File: config.mk
export PLATFORM = sky130hd
export DESIGN_NAME = t2ev_indicator
export DESIGN_NICKNAME = d
export VERILOG_FILES = /design/src/rtl/t2ev_pkg.sv /design/src/rtl/t2ev_sync.sv /design/src/rtl/t2ev_mark_filter.sv /design/src/rtl/t2ev_class_tracker.sv /design/src/rtl/t2ev_indicator.sv
export SDC_FILE = /design/constraint.sdc
export NUM_CORES = 1
export LEC_CHECK = 0
export CORE_MARGIN = 2
export CORE_UTILIZATION = 54
export CTS_BUF_LIST = sky130_fd_sc_hd__clkbuf_4 sky130_fd_sc_hd__clkbuf_8
export CTS_CLUSTER_DIAMETER = 50
export DETAILED_ROUTE_END_ITERATION = 8
export PLACE_DENSITY = 0.77
export SETUP_SLACK_MARGIN = 0.2
export SLEW_MARGIN = 20
export SYNTH_ARGS = -nofsm -noshare
export SYNTH_HDL_FRONTEND = slang
export SYNTH_SLANG_ARGS = --single-unit
File: constraint.sdc
create_clock -name clk -period 1.57 [get_ports clk]
set_clock_uncertainty 0.2 [all_clocks]
set_input_delay 0.471 -clock clk [delete_from_list [all_inputs] [get_ports clk]]
set_output_delay 0.471 -clock clk [all_outputs]
set_load 0.01 [all_outputs]
File: src/rtl/t2ev_pkg.sv
package t2ev_pkg;

  // Positions of the flags inside the synchronized flag vector
  localparam int FL_DET  = 0;
  localparam int FL_CLS  = 1;
  localparam int FL_MARK = 2;
  localparam int FL_CLR  = 3;
  localparam int FL_UV   = 4;
  localparam int FL_REG  = 5;
  localparam int FL_AUX  = 6;
  localparam int FLAG_W  = 7;

  // Saturating classification event count
  typedef enum logic [1:0] {
    EV_NONE = 2'd0,
    EV_ONE  = 2'd1,
    EV_TWO  = 2'd2
  } ev_cnt_t;

endpackage

File: src/rtl/t2ev_sync.sv
module t2ev_sync #(
  parameter int WIDTH  = 1,
  parameter int STAGES = 2
) (
  input  logic             clk,
  input  logic             rst_n,
  input  logic [WIDTH-1:0] async_i,
  output logic [WIDTH-1:0] sync_o
);

  logic [STAGES-1:0][WIDTH-1:0] pipe_q;

  generate
    genvar st;
    for (st = 0; st < STAGES; st++) begin : g_stage
      if (st == 0) begin : g_first
        always_ff @(posedge clk or negedge rst_n) begin
          if (!rst_n) pipe_q[st] <= '0;
          else        pipe_q[st] <= async_i;
        end
      end else begin : g_next
        always_ff @(posedge clk or negedge rst_n) begin
          if (!rst_n) pipe_q[st] <= '0;
          else        pipe_q[st] <= pipe_q[st-1];
        end
      end
    end
  endgenerate

  assign sync_o = pipe_q[STAGES-1];

endmodule

File: src/rtl/t2ev_mark_filter.sv
module t2ev_mark_filter #(
  parameter int MARK_CYCLES = 8
) (
  input  logic clk,
  input  logic rst_n,
  input  logic mark_s_i,
  output logic mark_pulse_o
);

  localparam int CW = $clog2(MARK_CYCLES + 1);
  localparam logic [CW-1:0] CNT_LAST = CW'(MARK_CYCLES - 1);
  localparam logic [CW-1:0] CNT_SAT  = CW'(MARK_CYCLES);

  logic [CW-1:0] run_q;

  // Counts consecutive synchronized cycles with the mark flag high
  always_ff @(posedge clk or negedge rst_n) begin
    if (!rst_n)              run_q <= '0;
    else if (!mark_s_i)      run_q <= '0;
    else if (run_q != CNT_SAT) run_q <= run_q + 1'b1;
  end

  assign mark_pulse_o = mark_s_i && (run_q == CNT_LAST);

  // a recognized mark needs the level on this and the previous cycle
  assert_mark_needs_level_R6: assert property (@(posedge clk) disable iff (!rst_n)
    mark_pulse_o |-> (mark_s_i && $past(mark_s_i)));

endmodule

File: src/rtl/t2ev_class_tracker.sv
module t2ev_class_tracker
  import t2ev_pkg::*;
(
  input  logic clk,
  input  logic rst_n,
  input  logic det_s_i,
  input  logic cls_s_i,
  input  logic mark_pulse_i,
  input  logic clr_s_i,
  input  logic uv_s_i,
  output logic powered_o,
  output logic result_o
);

  ev_cnt_t cnt_q;
  logic    armed_q, mark_seen_q, cls_q, uv_q;
  logic    cls_rise, uv_rise, uv_fall;

  assign cls_rise = cls_s_i && !cls_q;
  assign uv_rise  = uv_s_i && !uv_q;
  assign uv_fall  = uv_q && !uv_s_i;

  always_ff @(posedge clk or negedge rst_n) begin
    if (!rst_n) begin
      cnt_q       <= EV_NONE;
      armed_q     <= 1'b0;
      mark_seen_q <= 1'b0;
      cls_q       <= 1'b0;
      uv_q        <= 1'b0;
      powered_o   <= 1'b0;
      result_o    <= 1'b0;
    end else begin
      cls_q <= cls_s_i;
      uv_q  <= uv_s_i;
      if (uv_fall) begin
        powered_o   <= 1'b0;
        result_o    <= 1'b0;
        armed_q     <= 1'b0;
        cnt_q       <= EV_NONE;
        mark_seen_q <= 1'b0;
      end else begin
        if (uv_rise) begin
          powered_o <= 1'b1;
          result_o  <= (cnt_q == EV_TWO);
        end
        if (clr_s_i) begin
          armed_q     <= 1'b0;
          cnt_q       <= EV_NONE;
          mark_seen_q <= 1'b0;
        end else if (!uv_s_i) begin
          if (det_s_i) armed_q <= 1'b1;
          if (cls_rise && armed_q) begin
            case (cnt_q)
              EV_NONE: begin
                cnt_q       <= EV_ONE;
                mark_seen_q <= 1'b0;
              end
              EV_ONE: if (mark_seen_q) cnt_q <= EV_TWO;
              default: cnt_q <= cnt_q;
            endcase
          end else if (mark_pulse_i && cnt_q == EV_ONE) begin
            mark_seen_q <= 1'b1;
          end
        end
      end
    end
  end

  // the count never leaves its three legal values
  assert_cnt_legal_R11: assert property (@(posedge clk) disable iff (!rst_n)
    cnt_q inside {EV_NONE, EV_ONE, EV_TWO});

  // a saturated count holds unless cleared
  assert_cnt_saturates_R11: assert property (@(posedge clk) disable iff (!rst_n)
    (cnt_q == EV_TWO && !clr_s_i && !uv_fall) |=> cnt_q == EV_TWO);

  // nothing is counted before detection is seen
  assert_no_count_unarmed_R2: assert property (@(posedge clk) disable iff (!rst_n)
    (!armed_q && cnt_q == EV_NONE) |=> cnt_q == EV_NONE);

  // a supply drop clears the stored result
  assert_drop_clears_R10: assert property (@(posedge clk) disable iff (!rst_n)
    uv_fall |=> (!result_o && !powered_o));

  // history frozen while powered
  assert_frozen_powered_R12: assert property (@(posedge clk) disable iff (!rst_n)
    (uv_s_i && uv_q && !clr_s_i) |=> $stable(cnt_q));

endmodule

File: src/rtl/t2ev_indicator.sv
module t2ev_indicator
  import t2ev_pkg::*;
#(
  parameter int SYNC_STAGES = 2,
  parameter int MARK_CYCLES = 8
) (
  input  logic clk,
  input  logic rst_n,
  input  logic det_band_i,
  input  logic cls_win_i,
  input  logic mark_lo_i,
  input  logic hist_clr_i,
  input  logic uv_ok_i,
  input  logic reg_ok_i,
  input  logic aux_i,
  output logic t2_n_o,
  output logic t2_pd_o
);

  logic [FLAG_W-1:0] raw_flags, s_flags;
  logic mark_pulse, powered, result, ind_q;

  always_comb begin
    raw_flags          = '0;
    raw_flags[FL_DET]  = det_band_i;
    raw_flags[FL_CLS]  = cls_win_i;
    raw_flags[FL_MARK] = mark_lo_i;
    raw_flags[FL_CLR]  = hist_clr_i;
    raw_flags[FL_UV]   = uv_ok_i;
    raw_flags[FL_REG]  = reg_ok_i;
    raw_flags[FL_AUX]  = aux_i;
  end

  t2ev_sync #(.WIDTH(FLAG_W), .STAGES(SYNC_STAGES)) u_sync (
    .clk     (clk),
    .rst_n   (rst_n),
    .async_i (raw_flags),
    .sync_o  (s_flags)
  );

  t2ev_mark_filter #(.MARK_CYCLES(MARK_CYCLES)) u_mark (
    .clk          (clk),
    .rst_n        (rst_n),
    .mark_s_i     (s_flags[FL_MARK]),
    .mark_pulse_o (mark_pulse)
  );

  t2ev_class_tracker u_track (
    .clk          (clk),
    .rst_n        (rst_n),
    .det_s_i      (s_flags[FL_DET]),
    .cls_s_i      (s_flags[FL_CLS]),
    .mark_pulse_i (mark_pulse),
    .clr_s_i      (s_flags[FL_CLR]),
    .uv_s_i       (s_flags[FL_UV]),
    .powered_o    (powered),
    .result_o     (result)
  );

  always_ff @(posedge clk or negedge rst_n) begin
    if (!rst_n) ind_q <= 1'b0;
    else        ind_q <= powered && result && s_flags[FL_REG] && !s_flags[FL_AUX];
  end

  assign t2_pd_o = ind_q;
  assign t2_n_o  = !ind_q;

  // auxiliary presence releases the indication
  assert_aux_release_R9: assert property (@(posedge clk) disable iff (!rst_n)
    s_flags[FL_AUX] |=> !t2_pd_o);

  // unstable regulator releases the indication
  assert_reg_gate_R8: assert property (@(posedge clk) disable iff (!rst_n)
    !s_flags[FL_REG] |=> !t2_pd_o);

  // the indication only rises once power-up has latched a result
  assert_rise_needs_result_R3: assert property (@(posedge clk) disable iff (!rst_n)
    $rose(t2_pd_o) |-> $past(powered && result));

endmodule

==> metrics.yaml <==
outcome: "finished clean"
slowest_delay_ps: 400
avgSynthCellArea_um2: 14.30
power.total_uw: 1160
via_count: 574
tightest_slew_ps: 219.0
setup_slack_ps: 22.60
die_w_um: 46.43
antenna_cells: 0
grt_overflow: 0
grt_max_degree: 28
rows: 15
intPower_uw: 907.3
post-route-period-util: 0.9856
rsz0062_at_grt: "yes"
synthCells: 68
nets: 101
worstHoldPathType: "reg2reg"
final_cell_mix: "dfrtp_1 (27), clkdlybuf4s50_1 (8), buf_4 (5)"
crit_fanout: 2
port_buffers: 10
worstSetupPathType: "reg2out"
grt_use_total: 0.1769
tritoncts: "built"
power_frac_seq: 0.645
drive_gt1_frac: 0.2841
antenna_found_initial: 0
slew_viol_final: 0
ys_ff_latch: 27
fp.dieArea_um2: 2156
clock_latency_ps: 310
grt_pass1_vias: 608
clock_path_buffers: 2
syn_area_um2: 972.2
p_leak_uw: 0.0005360
gp_congestion: 0.8359
p_switching_uw: 252.3
drt_iter0_markers: 9
drc_errors: 0
dr.pass1.iters: 3
register_area_um2: 675.6
combPwrFrac: 0.096
ir_worst_vdd_v: 0.0007826
vias_per_cell: 5.080
slowest_stage: "dfrtp_1"
ios: 11
die_y_um: 46.43
fin_crit_ps: 1547
cp-end-kind: "primary output"
syn_nets: 80
crit_path_start_kind: "flip-flop"
cp.arrival_ps: 880
multi_input_area_um2: 315.3
syn_to_final_growth_pct: 25.35
htreeDepth: 1
powerDensity_nw_per_um2: 951.5
crit_family: "flip-flops"
sw_frac_of_total: 0.2176
wire_per_inst_um: 13.65
cts_made_buffers: 3
fmax_mhz: 646.2
pwr-share-clk: 0.260
path_cells: "inv_1 -> buf_2"
crit_required_ps: 900
ant_nets: 0
worst-path-buf-inv: 2
yosysSeqAreaShare: 0.6950
hold_violations: 0
relSlewSlack: 0.8524
yosysWarnings: 0
whs_ps: 162.2
cts_root_buf: "clkbuf_4"
nFillCells: 113
setup_viol: 0
yosysUniqueCellTypes: 24
maxCapViolations: 0
final_common_cell: "dfrtp_1"
post-place-ws_ps: -29.31
start_util: 0.5692
grt_first_pass_wirelength_um: 2622
clk_pin_slew_ps: 130
clkSinkCount: 27
wirelength_um: 1543
coreArea_um2: 1708
## logic make-up after synthesis
logic type | after synthesis | synth area share
AOI/OAI and AO/OA | 9 | 0.05920
xor gates and xnor gates | 2 | 0.01802
adders and majority gates | 3 | 0.03861
buffers and inverters | 5 | 0.01931
DFF | 27 | 0.6950
muxes | 2 | 0.02059
and+or+nand+nor | 20 | 0.1493
## synth_stat cells
| library cell | n | share of area |
|---|---|---|
| xnor2_1 | 2 | 0.018 |
| and3b_2 | 1 | 0.010 |
| inv_1 | 5 | 0.019 |
| nor4_2 | 1 | 0.013 |
| and4b_1 | 1 | 0.010 |
| nor3_1 | 2 | 0.010 |
| nand2_1 | 2 | 0.0077 |
| and2_1 | 2 | 0.013 |
| nor2_1 | 2 | 0.0077 |
| nand3b_1 | 1 | 0.0077 |
| o41ai_1 | 1 | 0.0090 |
| nor3b_2 | 1 | 0.013 |
| nor2b_4 | 1 | 0.014 |
| o221a_2 | 1 | 0.012 |
| nand4b_1 | 1 | 0.0090 |
| nor2b_1 | 3 | 0.019 |
| ha_1 | 3 | 0.039 |
| a31oi_1 | 2 | 0.013 |
| o21ai_0 | 1 | 0.0051 |
| dfrtp_1 | 27 | 0.69 |
| nand3_1 | 1 | 0.0051 |
| and4_1 | 1 | 0.0090 |
| mux2i_1 | 2 | 0.021 |
| a21oi_1 | 4 | 0.021 |
## power by group through the flow
stage	sequential, uW	combinational (uW)	clock (uW)
floorplan	756	37.1	0
global placement	757	83.8	0
detailed placement	760	89.0	0
CTS	746	99.4	314
global route	753	125	342
finish	748	111	301
## metal layers
layer	part of all wire	wire [um]	GRT usage
met1	0.43	664	0.2208
met2	0.52	802	0.3000
met3	0.027	41	0.02353
met4	0.022	34	0.08571
met5	0	0	0
## sequential cells by signal (all words and copies together) (netlist names)
signal / count
u_track.armed_q: 1
u_mark.run_q: 4
u_track.result_o: 1
u_sync.pipe_q: 7
u_track.cls_q: 1
u_track.cnt_q: 2
t2_pd_o: 1
u_track.mark_seen_q: 1
u_sync.sync_o: 7
u_track.powered_o: 1
u_track.uv_q: 1
## area by class of cell
cell class	instances	area share
timing repair buffer	16	0.1212
clock buffer	4	0.02464
inverter	5	0.01540
multi-input combinational	36	0.2587
sequential	27	0.5544
tap	25	0.02567
## path summary, 6_finish.rpt
kind / start / end / slack, ps / cells after the start
max: t2_pd_o / t2_n_o / 20 / 2
min: u_sync.pipe_q[0] / u_sync.sync_o[0] / 160 / 0
max reg2reg: u_mark.run_q[1] / u_track.mark_seen_q / 200 / 4
min reg2reg: u_sync.pipe_q[0] / u_sync.sync_o[0] / 160 / 0
max in group asynchronous: rst_n / u_sync.pipe_q[4] / 730 / 2
min in group asynchronous: rst_n / u_track.cnt_q[0] / 300 / 2
## per-stage QoR
step / util / instances / area [um^2] / TNS (ps)
2_1_floorplan: - / 68 / 974.7 / 0
5_1_grt: 0.7136 / 113 / 1219 / -17.52
6_report: 0.7136 / 113 / 1219 / 0
3_3_place_gp: 0.6637 / 105 / 1134 / -16.40
4_1_cts: 0.6930 / 112 / 1184 / 0
3_5_place_dp: 0.6637 / 105 / 1134 / -29.31
## repair_timing
item | CTS | global route
buffers inserted | 3 | 1
hold buffers | 0 | 0
setup endpoints to repair | 8 | 9
pin swaps | 4 | 5
resized for setup | 12 | 5
No activity file was read; power rests on OpenSTA's default activity.
